**config.mk**
```make
export PLATFORM = sky130hd
export DESIGN_NAME = loop_ctrl
export DESIGN_NICKNAME = d
export VERILOG_FILES = /design/src/rtl/loop_pkg.sv /design/src/rtl/loop_ctx_stack.sv /design/src/rtl/loop_end_match.sv /design/src/rtl/loop_seq_fsm.sv /design/src/rtl/loop_ctrl.sv
export SDC_FILE = /design/constraint.sdc
export NUM_CORES = 1
export LEC_CHECK = 0
export ABC_AREA = 1
export CAP_MARGIN = 15
export CELL_PAD_IN_SITES_DETAIL_PLACEMENT = 0
export CELL_PAD_IN_SITES_GLOBAL_PLACEMENT = 2
export CORE_UTILIZATION = 33
export DETAILED_ROUTE_END_ITERATION = 6
export PLACE_DENSITY = 0.77
export SLEW_MARGIN = 5
export SYNTH_ARGS = -nofsm -noshare
export SYNTH_HDL_FRONTEND = slang
export SYNTH_SLANG_ARGS = --single-unit
```
**constraint.sdc**
```tcl
create_clock -name clk -period 6.2 [get_ports clk]
set_input_delay 0.62 -clock clk [delete_from_list [all_inputs] [get_ports clk]]
set_output_delay 0.62 -clock clk [all_outputs]
set_load 0.005 [all_outputs]
```
**src/rtl/loop_pkg.sv**
```systemverilog
package loop_pkg;
    parameter int unsigned LP_ADDR_W    = 16;
    parameter int unsigned LP_CNT_W     = 16;
    parameter int unsigned LP_IMM_W     = 8;
    parameter int unsigned LP_DEPTH     = 4;
    parameter int unsigned LP_CMD_WORDS = 2;

    typedef logic [LP_ADDR_W-1:0] addr_t;
    typedef logic [LP_CNT_W-1:0]  cnt_t;

    typedef struct packed {
        addr_t first_pc;
        addr_t last_pc;
        cnt_t  lc;
    } loop_ctx_t;

    typedef enum logic [1:0] {
        ST_IDLE    = 2'd0,
        ST_ACTIVE  = 2'd1,
        ST_SUSPEND = 2'd2
    } loop_state_t;
endpackage

```
**src/rtl/loop_ctx_stack.sv**
```systemverilog
module loop_ctx_stack
    import loop_pkg::*;
#(
    parameter int unsigned DEPTH = LP_DEPTH,
    localparam int unsigned LVL_W = $clog2(DEPTH + 1),
    localparam int unsigned IDX_W = (DEPTH > 1) ? $clog2(DEPTH) : 1
) (
    input  logic             clk,
    input  logic             rst_n,
    input  logic             push,
    input  logic             pop,
    input  logic             dec,
    input  loop_ctx_t        push_ctx,
    output logic [LVL_W-1:0] level,
    output loop_ctx_t        top_ctx
);
    loop_ctx_t        ctx_q [DEPTH];
    logic [LVL_W-1:0] level_q;
    logic [IDX_W-1:0] top_idx;
    logic [IDX_W-1:0] wr_idx;

    assign top_idx = IDX_W'(level_q - LVL_W'(1));
    // A pop and a push in one cycle replace the top entry.
    assign wr_idx  = pop ? top_idx : IDX_W'(level_q);
    assign top_ctx = (level_q != '0) ? ctx_q[top_idx] : '0;
    assign level   = level_q;

    always_ff @(posedge clk or negedge rst_n) begin
        if (!rst_n) begin
            level_q <= '0;
            for (int i = 0; i < int'(DEPTH); i++) begin
                ctx_q[i] <= '0;
            end
        end else begin
            level_q <= level_q + LVL_W'(push) - LVL_W'(pop);
            for (int i = 0; i < int'(DEPTH); i++) begin
                if (push && (IDX_W'(i) == wr_idx)) begin
                    ctx_q[i] <= push_ctx;
                end else if (dec && (IDX_W'(i) == top_idx)) begin
                    ctx_q[i].lc <= ctx_q[i].lc - cnt_t'(1);
                end
            end
        end
    end
endmodule

```
**src/rtl/loop_end_match.sv**
```systemverilog
module loop_end_match
    import loop_pkg::*;
(
    input  logic      fetch_valid,
    input  addr_t     fetch_pc,
    input  logic      irq_active,
    input  logic      any_open,
    input  loop_ctx_t top_ctx,
    output logic      redirect,
    output addr_t     redirect_pc,
    output logic      pop,
    output logic      dec
);
    logic hit;
    logic spent;

    assign hit         = fetch_valid && !irq_active && any_open
                         && (fetch_pc == top_ctx.last_pc);
    assign spent       = (top_ctx.lc == '0);
    assign redirect    = hit && !spent;
    assign dec         = hit && !spent;
    assign pop         = hit && spent;
    assign redirect_pc = top_ctx.first_pc;
endmodule

```
**src/rtl/loop_seq_fsm.sv**
```systemverilog
module loop_seq_fsm
    import loop_pkg::*;
(
    input  logic clk,
    input  logic rst_n,
    input  logic irq_active,
    input  logic open_next,
    input  logic overflow_evt,
    output logic in_loop,
    output logic overflow_err
);
    loop_state_t state_q;
    loop_state_t state_d;
    logic        err_q;

    always_comb begin
        state_d = state_q;
        unique case (state_q)
            ST_IDLE: begin
                if (open_next) state_d = irq_active ? ST_SUSPEND : ST_ACTIVE;
            end
            ST_ACTIVE: begin
                if (!open_next)     state_d = ST_IDLE;
                else if (irq_active) state_d = ST_SUSPEND;
            end
            ST_SUSPEND: begin
                if (!open_next)      state_d = ST_IDLE;
                else if (!irq_active) state_d = ST_ACTIVE;
            end
            default: state_d = ST_IDLE;
        endcase
    end

    always_ff @(posedge clk or negedge rst_n) begin
        if (!rst_n) state_q <= ST_IDLE;
        else        state_q <= state_d;
    end

    always_ff @(posedge clk or negedge rst_n) begin
        if (!rst_n)            err_q <= 1'b0;
        else if (overflow_evt) err_q <= 1'b1;
    end

    always_comb begin
        in_loop      = (state_q != ST_IDLE);
        overflow_err = err_q;
    end
endmodule

```
**src/rtl/loop_ctrl.sv**
```systemverilog
module loop_ctrl
    import loop_pkg::*;
#(
    parameter int unsigned DEPTH     = LP_DEPTH,
    parameter int unsigned CMD_WORDS = LP_CMD_WORDS
) (
    input  logic                         clk,
    input  logic                         rst_n,
    input  logic                         start_valid,
    input  logic                         start_imm,
    input  logic [LP_CNT_W-1:0]          start_count,
    input  logic [LP_ADDR_W-1:0]         start_pc,
    input  logic [LP_ADDR_W-1:0]         start_end,
    input  logic                         fetch_valid,
    input  logic [LP_ADDR_W-1:0]         fetch_pc,
    input  logic                         irq_active,
    output logic                         redirect,
    output logic [LP_ADDR_W-1:0]         redirect_pc,
    output logic [LP_CNT_W-1:0]          lc_value,
    output logic                         in_loop,
    output logic [$clog2(DEPTH+1)-1:0]   nest_level,
    output logic                         overflow_err
);
    localparam int unsigned LVL_W = $clog2(DEPTH + 1);

    loop_ctx_t        top_ctx;
    loop_ctx_t        new_ctx;
    logic [LVL_W-1:0] level;
    logic [LVL_W-1:0] level_after_pop;
    logic             pop;
    logic             dec;
    logic             push;
    logic             overflow_evt;
    logic             open_next;
    cnt_t             load_cnt;

    always_comb begin
        if (start_imm) load_cnt = {{(LP_CNT_W-LP_IMM_W){1'b0}}, start_count[LP_IMM_W-1:0]};
        else           load_cnt = start_count;
        new_ctx.first_pc = start_pc + addr_t'(CMD_WORDS);
        new_ctx.last_pc  = start_end;
        new_ctx.lc       = load_cnt;
    end

    loop_end_match u_match (
        .fetch_valid (fetch_valid),
        .fetch_pc    (fetch_pc),
        .irq_active  (irq_active),
        .any_open    (level != '0),
        .top_ctx     (top_ctx),
        .redirect    (redirect),
        .redirect_pc (redirect_pc),
        .pop         (pop),
        .dec         (dec)
    );

    // The match acts first, then the start is pushed on what remains.
    assign level_after_pop = level - LVL_W'(pop);
    assign push            = start_valid && (level_after_pop < LVL_W'(DEPTH));
    assign overflow_evt    = start_valid && !push;
    assign open_next       = (level_after_pop + LVL_W'(push)) != '0;

    loop_ctx_stack #(.DEPTH(DEPTH)) u_stack (
        .clk      (clk),
        .rst_n    (rst_n),
        .push     (push),
        .pop      (pop),
        .dec      (dec),
        .push_ctx (new_ctx),
        .level    (level),
        .top_ctx  (top_ctx)
    );

    loop_seq_fsm u_fsm (
        .clk          (clk),
        .rst_n        (rst_n),
        .irq_active   (irq_active),
        .open_next    (open_next),
        .overflow_evt (overflow_evt),
        .in_loop      (in_loop),
        .overflow_err (overflow_err)
    );

    assign lc_value   = top_ctx.lc;
    assign nest_level = level;
endmodule

```
==> impl_metrics.json, run 1 <==
{
  "cts_resized": 0,
  "synth.largest_area_cell": "dfrtp_1",
  "worstSetupEndpoint": "u_stack.ctx_q[143]",
  "drtPass1Iterations": 5,
  "start_util_pct": 33.9,
  "worst-r2r-setup-slack_ns": 0.61,
  "wl_per_cell_um": 17.1,
  "status": "completed",
  "place.gp.congestion": 0.803,
  "power_leakage_nw": 7.11,
  "root_buffer": "clkbuf_16",
  "worst_slack_ns": 0.614,
  "cts_buffers": 17,
  "first_iter_violations": 643,
  "clock_sinks": 198,
  "cp-startpoint": "u_stack.level[0]",
  "fin_setup_tns_ns": 0,
  "via_per_inst": 4.88,
  "start_kind": "flop",
  "worstHoldPathType": "in -> async",
  "report.final.hold_viol_count": 0,
  "crit_top_cell": "nand2_1",
  "slew_headroom_pct": 23.0,
  "max_cap_viol_count": 0,
  "coreArea_um2": 35900,
  "cp-end-kind": "flop",
  "nets": 1885,
  "ant_nets": 0,
  "syn_area_um2": 12200,
  "die_area_um2": 37600,
  "ys_warn_count": 0,
  "path_buf_inv": 6,
  "grt_usage_pct": 21.3,
  "rows": 69,
  "cts_buffer_depth": 2,
  "drt-total-wl_mm": 38.9,
  "setup_viol": 0,
  "synthDistinctLibCells": 34,
  "vias": 11100,
  "critPathTopFamily": "simple AND/OR/NAND/NOR gates",
  "cts-htree-levels": 4,
  "seq_area_frac_synth_pct": 40.7,
  "r2r_start": "u_stack.level[0]",
  "finClkSkew_ns": 0.0108,
  "p_per_area_nw_per_um2": 550,
  "grt_pass1_wl_mm": 62.3,
  "cp_max_fo": 41,
  "grt_antenna_before_repair": 0,
  "cts_tree": "built",
  "antenna_cells": 0,
  "critPathMaxStageDelay_ns": 0.65,
  "max_freq_ghz": 0.179,
  "port-buffer-count": 107,
  "grt_pass1_vias": 10700,
  "vdd_drop_max_mv": 0.245,
  "io_pins": 108,
  "maxSlewViolCount": 0,
  "utilization_pct": 39.2,
  "tightest_slew_ns": 1.15,
  "cp_slowest_cell": "dfrtp_4",
  "post_route_cells_drive_above_1_share_pct": 3.98,
  "synth_top_area_share_pct": 40.7,
  "clk_pin_slew_ns": 0.08,
  "worstSkewPairLatency_ns": 0.46,
  "dp_worst_setup_slack_ns": 0.527,
  "r2r_cells": 25,
  "grt_max_degree": 105,
  "ys_seq_elements": 198,
  "grt_setup_unrepaired": "no",
  "crit_cells": 25,
  "gr-total-overflow": 0,
  "die_x_um": 194,
  "dp_hpwl_mm": 26.4,
  "crit_required_ns": 6.55,
  "drc": 0,
  "mappedNetlistNets": 1835,
  "die_y_um": 194,
  "fin_crit_ns": 5.59,
  "arrival_ns": 5.94,
  "synthToLayoutAreaGrowth_pct": 15.7,
  "avgSynthCellArea_um2": 6.96,
  "synth.area.top_cells": "dfrtp_1, nand2_1, nand3_1",
  "hold_buffers": 0,
  "path_class": "reg -> reg",
  "post-cts-setup-buffers": 0,
  "period_share_pct": 90.1,
  "regToRegEndpoint": "u_stack.ctx_q[143]",
  "netlist_instances": 1747
}
sequential cells by signal (all words and copies together), names as in the netlist:
register and flops:
u_fsm.overflow_err 1, u_fsm.state_q 2, u_stack.level 3, u_stack.ctx_q 192
worst min-delay path by stage:
stage	startpoint	end	depth (start not counted)
floorplan	rst_n	u_fsm.overflow_err	0
global route	rst_n	u_stack.ctx_q[165]	1
CTS	rst_n	u_stack.ctx_q[114]	1
finish	rst_n	u_stack.ctx_q[114]	1
detailed placement	u_stack.ctx_q[47]	u_stack.ctx_q[47]	2
global placement	u_stack.ctx_q[191]	u_stack.ctx_q[191]	2
cell type report:
cell class,instances,area [um^2]
Clock buffer,18,429
Clock inverter,14,155
Inverter,209,788
Fill cell,3918,21800
Timing Repair Buffer,119,1200
Tap cell,461,577
Sequential cell,198,4960
Multi-Input combinational cell,1252,5960
cells by family after synthesis:
kind of cell	share of synthesized area (%)
compound gates	9.63
xor+xnor	4.18
fa+ha+maj	1.91
buf+inv	10.5
flops	40.7
simple gates	33.0
cell usage in the layout, fill, tap and decap left out, types with 2 or more instances in the layout:
cell             instances
inv_8                    5
o21ai_1                103
inv_1                  203
xor2_1                  50
nand3_1                174
inv_2                    4
nor2_1                 177
nor3b_1                  3
or2_2                    3
clkbuf_16               17
nor4_1                   2
nand3_2                  2
nand3b_1                11
clkinv_4                 2
ha_1                    16
o21ai_0                 86
inv_6                    5
nand2_2                  3
nand4_1                 16
nor2_4                   5
a21oi_1                 21
nor3_1                  21
buf_12                   3
dfrtp_1                197
buf_4                    9
nand3_4                  2
clkdlybuf4s50_1        106
nand2_4                  3
nand2_1                525
o211ai_1                14
xnor2_1                  8
power by group:
part | switching (mW) | internal (mW)
clock network | 0.584 | 0.577
logic | 2.55 | 1.68
registers | 0.473 | 1.87
cell usage after synthesis:
library cell  instances
nor3b_1               3
ha_1                 17
buf_2                44
nand2_4               1
nor2_1              177
nand4_1              16
nand4_4               1
o21a_1                1
clkbuf_1             16
nor3_1               21
nand3_1             174
nor2_4                5
a21o_1                1
o21ai_1             103
buf_4                19
fa_1                  1
dfrtp_1             198
xor2_1               50
inv_1               203
a21oi_1              21
inv_2                 6
and3_1                1
buf_1                 4
nand3_2               4
o21ai_0              86
nand2_1             525
nor2_2                1
buf_6                 5
nor4_1                2
o211ai_1             14
nand3b_1             11
nand2_2               5
xnor2_1               8
or2_2                 3
metrics by stage:
step                      power, mW  cells  cell area [um^2]  hold WS (ns)
after floorplan                5.05   1747             12200         0.324
after global placement         6.64   2239             13500         0.460
after detailed placement       6.66   2239             13500         0.466
after CTS                      7.85   2271             14100         0.321
after global routing           8.52   2271             14100         0.309
final                          7.74   2271             14100         0.247
layer usage:
| metal | vias up | track usage [%] | part of all wire (%) |
|---|---|---|---|
| li1 | 5592 | - | - |
| met1 | 5267 | 30.1 | 50 |
| met2 | 210 | 34.2 | 46 |
| met3 | 22 | 3.46 | 3.8 |
| met4 | 0 | 4.29 | 1.0 |
| met5 | - | 0 | 0 |
(Power assumes the default switching activity.)
==> inputs of run 2 (changes only) <==
--- a/config.mk
+++ b/config.mk
@@ -11,7 +11,9 @@
 export CELL_PAD_IN_SITES_GLOBAL_PLACEMENT = 2
 export CORE_UTILIZATION = 33
 export DETAILED_ROUTE_END_ITERATION = 6
-export PLACE_DENSITY = 0.77
+export GPL_TIMING_DRIVEN = 0
+export PLACE_DENSITY_LB_ADDON = 0.08
+export SKIP_LAST_GASP = 1
 export SLEW_MARGIN = 5
 export SYNTH_ARGS = -nofsm -noshare
 export SYNTH_HDL_FRONTEND = slang
==> impl_metrics.json, run 2 (synthesis gave the netlist of run 1 again) <==
{
  "status": "completed",
  "die_area_um2": 37600,
  "clock_sinks": 198,
  "largest_reg_flops": 192,
  "path_class": "reg -> reg",
  "hold_buffers": 0,
  "start_util_pct": 33.9,
  "wl_per_cell_um": 20.3,
  "layout_commonest_cell": "nand2_1",
  "dp_cells": 2316,
  "layout_common_cells": "nand2_1, inv_1, dfrtp_1",
  "vias": 11800,
  "grt_pass1_vias": 11600,
  "antenna_cells": 0,
  "crit_required_ns": 6.55,
  "fin_crit_ns": 5.72,
  "worstHoldPathType": "in -> async",
  "grt_setup_unrepaired": "no",
  "grt_antenna_before_repair": 1,
  "io_pins": 108,
  "period_share_pct": 92.3,
  "die_y_um": 194,
  "dp_hpwl_mm": 35.3,
  "dp_worst_setup_slack_ns": -0.335,
  "root_buffer": "clkbuf_16",
  "coreArea_um2": 35900,
  "regMostFlops": "u_stack.ctx_q",
  "clk_pin_slew_ns": 0.08,
  "grt_usage_pct": 25.8,
  "p_per_area_nw_per_um2": 570,
  "crit_top_cell": "nand2_1",
  "worstSkewPairLatency_ns": 0.46,
  "cts_buffer_depth": 2,
  "worst_slack_ns": 0.476,
  "cts-htree-levels": 4,
  "grt_pass1_wl_mm": 72.5,
  "setup_viol": 0,
  "cts_tree": "built",
  "vdd_drop_max_mv": 0.248,
  "maxSlewViolCount": 0,
  "die_x_um": 194,
  "report.final.hold_viol_count": 0,
  "cp_slowest_cell": "dfrtp_1",
  "cp_max_fo": 14,
  "rows": 69,
  "post-cts-setup-buffers": 0,
  "port-buffer-count": 107,
  "tightest_slew_ns": 0.984,
  "cp-end-kind": "flop",
  "max_cap_viol_count": 0,
  "place.gp.congestion": 0.913,
  "post_route_cells_drive_above_1_share_pct": 7.10,
  "power_leakage_nw": 7.35,
  "nets": 1962,
  "finClkSkew_ns": 0.0191,
  "drt-total-wl_mm": 47.7,
  "drtPass1Iterations": 6,
  "first_iter_violations": 783,
  "grt_max_degree": 102,
  "p_total_mw": 8.26,
  "start_kind": "flop",
  "gr-total-overflow": 0,
  "hold_slack_ns": 0.198,
  "stdcell_count": 2348,
  "synthToLayoutAreaGrowth_pct": 19.0,
  "max_freq_ghz": 0.175,
  "critPathMaxStageDelay_ns": 0.53,
  "utilization_pct": 40.3,
  "slew_headroom_pct": 33.8,
  "ant_nets": 0,
  "drc": 0,
  "arrival_ns": 6.07,
  "via_per_inst": 5.03,
  "cts_buffers": 17
}
==> run 2: cell count changes in the layout (fill, tap and decap cells not counted), sizes merged <==
| cell | delta |
|---|---|
| bufinv | +1 |
| clkbuf | +16 |
| buf | +61 |
| inv | -1 |
==> run 2: critical path, delay by kind of cell, from the launching register on <==
family / cells / cell delay [ns]
buf+inv: 13 / 2.48
simple gates: 16 / 1.86
fa+ha+maj: 3 / 0.58
flops: 1 / 0.53
compound gates: 1 / 0.12
==> run 2: metal layers <==
metal	share of wire [%]	track usage (%)
met4	1.4	5.29
met2	46	41.4
met5	0	0
met1	48	37.3
met3	4.8	3.10
==> run 2: worst paths after layout <==
check | startpoint | end | slack [ns] | depth (start not counted)
min in group clk | u_fsm.overflow_err | u_fsm.overflow_err | 0.48 | 1
worst min-delay path | rst_n | u_stack.ctx_q[170] | 0.20 | 1
worst max-delay path | u_stack.level[0] | u_stack.ctx_q[59] | 0.48 | 33
worst min register to register | u_fsm.overflow_err | u_fsm.overflow_err | 0.48 | 1
worst max register to register | u_stack.level[0] | u_stack.ctx_q[59] | 0.48 | 33
max in group asynchronous | rst_n | u_stack.ctx_q[142] | 4.89 | 2
==> run 2: through the flow <==
step	instance area, um^2	TNS, ns
3_3_place_gp	13800	-987.23
3_5_place_dp	13800	-13.46
2_1_floorplan	12200	0
5_1_grt	14500	0
4_1_cts	14500	0
6_report	14500	0
==> run 2: timing repair <==
| action | CTS | global route |
|---|---|---|
| resized for setup | 2 | 13 |
| hold endpoints to repair | 0 | 0 |
| setup endpoints to repair | 151 | 194 |
==> run 2: layout make-up <==
type | instances | area, um^2
Buffer | 88 | 507
Clock buffer | 18 | 439
Clock inverter | 14 | 184
Fill cell | 3939 | 21400
Inverter | 209 | 785
Multi-Input combinational cell | 1252 | 5930
Sequential cell | 198 | 4950
Tap cell | 461 | 577
Timing Repair Buffer | 108 | 1100
==> run 2: power breakdown <==
group          leakage (nW)  total (mW)  switching [mW]  internal (mW)
registers              2.49        2.31           0.448           1.87
clock network         0.302        1.22           0.591          0.628
logic                  4.56        4.72            2.93           1.79
==> inputs of run 3 (changes only) <==
--- a/config.mk
+++ b/config.mk
@@ -9,6 +9,7 @@
 export CAP_MARGIN = 15
 export CELL_PAD_IN_SITES_DETAIL_PLACEMENT = 0
 export CELL_PAD_IN_SITES_GLOBAL_PLACEMENT = 2
+export CORE_MARGIN = 1.5
 export CORE_UTILIZATION = 33
 export DETAILED_ROUTE_END_ITERATION = 6
 export GPL_TIMING_DRIVEN = 0
==> constraint.sdc (replaced) <==
create_clock -name clk -period 5.5 [get_ports clk]
set_input_delay 0.55 -clock clk [delete_from_list [all_inputs] [get_ports clk]]
set_output_delay 0.55 -clock clk [all_outputs]
set_load 0.005 [all_outputs]
==> impl_metrics.json, run 3 (synthesis gave the netlist of run 1 again) <==
{
  "first_iter_violations": 835,
  "fin_setup_tns_ns": 0,
  "root_buffer": "clkbuf_16",
  "vias": 11900,
  "maxSlewViolCount": 0,
  "cts_buffer_depth": 2,
  "crit_required_ns": 5.90,
  "drt-total-wl_mm": 48.1,
  "gr-total-overflow": 0,
  "power_leakage_nw": 7.36,
  "cts_tree": "built",
  "post_route_cells_drive_above_1_share_pct": 7.30,
  "layout_commonest_cell": "nand2_1",
  "cts-htree-levels": 4,
  "die_x_um": 195,
  "clk_pin_slew_ns": 0.08,
  "drc": 0,
  "regMostFlops": "u_stack.ctx_q",
  "hold_slack_ns": 0.468,
  "period_share_pct": 93.7,
  "die_y_um": 195,
  "rows": 70,
  "drtPass1Iterations": 7,
  "path_class": "reg -> reg",
  "port-buffer-count": 107,
  "slew_headroom_pct": 41.5,
  "layout_common_cells": "nand2_1, inv_1, dfrtp_1",
  "report.final.hold_viol_count": 0,
  "r2r_cells": 29,
  "cts_buffers": 17,
  "critPathMaxStageDelay_ns": 0.51,
  "max_freq_ghz": 0.194,
  "largest_reg_flops": 192,
  "status": "completed",
  "setup_viol": 0,
  "coreArea_um2": 36400,
  "min-delay-start": "u_fsm.overflow_err",
  "die_area_um2": 38000,
  "clock_sinks": 198,
  "grt_pass1_vias": 11500,
  "grt_setup_unrepaired": "no",
  "path_buf_inv": 10,
  "hold_path_end": "u_fsm.overflow_err",
  "dp_worst_setup_slack_ns": -0.900,
  "vdd_drop_max_mv": 0.265,
  "worst-r2r-setup-slack_ns": 0.35,
  "wl_per_cell_um": 20.4,
  "grt_max_degree": 93,
  "critPathTopFamily": "simple AND/OR/NAND/NOR gates",
  "tightest_slew_ns": 0.877,
  "via_per_inst": 5.04,
  "worstSkewPairLatency_ns": 0.46,
  "arrival_ns": 5.55,
  "fin_crit_ns": 5.15,
  "start_kind": "flop",
  "cp_slowest_cell": "dfrtp_2",
  "grt_pass1_wl_mm": 72.5,
  "regToRegEndpoint": "u_fsm.state_q[0]",
  "finClkSkew_ns": 0.0160,
  "dp_hpwl_mm": 35.6,
  "utilization_pct": 39.9,
  "r2r_start": "u_stack.level[0]",
  "worstHoldPathCells": 1,
  "io_pins": 108,
  "grt_antenna_before_repair": 0,
  "worst_slack_ns": 0.345,
  "antenna_cells": 0,
  "nFillCells": 3994,
  "worstHoldPathType": "reg -> reg",
  "start_util_pct": 33.4,
  "cp-end-kind": "flop",
  "ant_nets": 0,
  "cp_max_fo": 14,
  "grt_usage_pct": 25.9,
  "crit_top_cell": "nand2_1",
  "synthToLayoutAreaGrowth_pct": 19.5,
  "max_cap_viol_count": 0,
  "p_per_area_nw_per_um2": 636,
  "nets": 1965,
  "place.gp.congestion": 0.893
}
## run 3: final cells by class
type                            instances  area (um^2)  share of cell area (%)
Tap cell                              468          586                    4.03
Timing Repair Buffer                  112         1160                    7.95
Clock inverter                         15          145                   0.999
Clock buffer                           17          425                    2.93
Multi-Input combinational cell       1252         5940                    40.9
Sequential cell                       198         4960                    34.1
Inverter                              209          790                    5.43
Buffer                                 87          538                    3.70
## run 3: how the worst max path moves through the flow
stage                     startpoint                 to  slack, ns  depth (start not counted)
CTS                 u_stack.level[0]   u_stack.ctx_q[1]     0.0003                         32
global route        u_stack.level[0]   u_fsm.state_q[1]       0.02                         32
finish              u_stack.level[0]   u_fsm.state_q[0]       0.35                         29
global placement               rst_n  u_stack.ctx_q[57]      -5.52                          1
detailed placement  u_stack.level[0]   u_stack.ctx_q[4]      -0.90                         29
floorplan           u_stack.level[0]   u_fsm.state_q[0]       1.02                         33
## run 3: metal layers
| layer | track usage [%] | routed length, um | vias to the layer above |
|---|---|---|---|
| met5 | 0 | 0 | - |
| met1 | 36.6 | 22600 | 5697 |
| met4 | 8.44 | 1460 | 0 |
| met2 | 40.1 | 21300 | 353 |
| met3 | 4.35 | 2650 | 56 |
| li1 | - | - | 5772 |
## run 3: where the power goes
group / total, mW / internal [mW] / leakage [nW] / switching, mW
sequential: 2.63 / 2.10 / 2.49 / 0.525
combinational: 5.33 / 2.05 / 4.60 / 3.28
clock: 1.28 / 0.637 / 0.270 / 0.647
total: 9.24 / 4.79 / 7.36 / 4.45
## run 3: repair_timing
action	in CTS	in global routing
pin swaps	0	1
endpoints found under the setup margin	198	196
buffers inserted	0	2
gates resized for setup	13	16
hold buffers	1	0
hold endpoints to repair	34	0
## run 3: stage by stage
stage | std cells | instance area, um^2 | power [mW]
3_5_place_dp | 2324 | 13900 | 7.92
3_3_place_gp | 2322 | 13800 | 7.90
6_report | 2358 | 14500 | 9.24
5_1_grt | 2358 | 14500 | 10.1
2_1_floorplan | 1747 | 12200 | 5.69
4_1_cts | 2357 | 14500 | 9.26
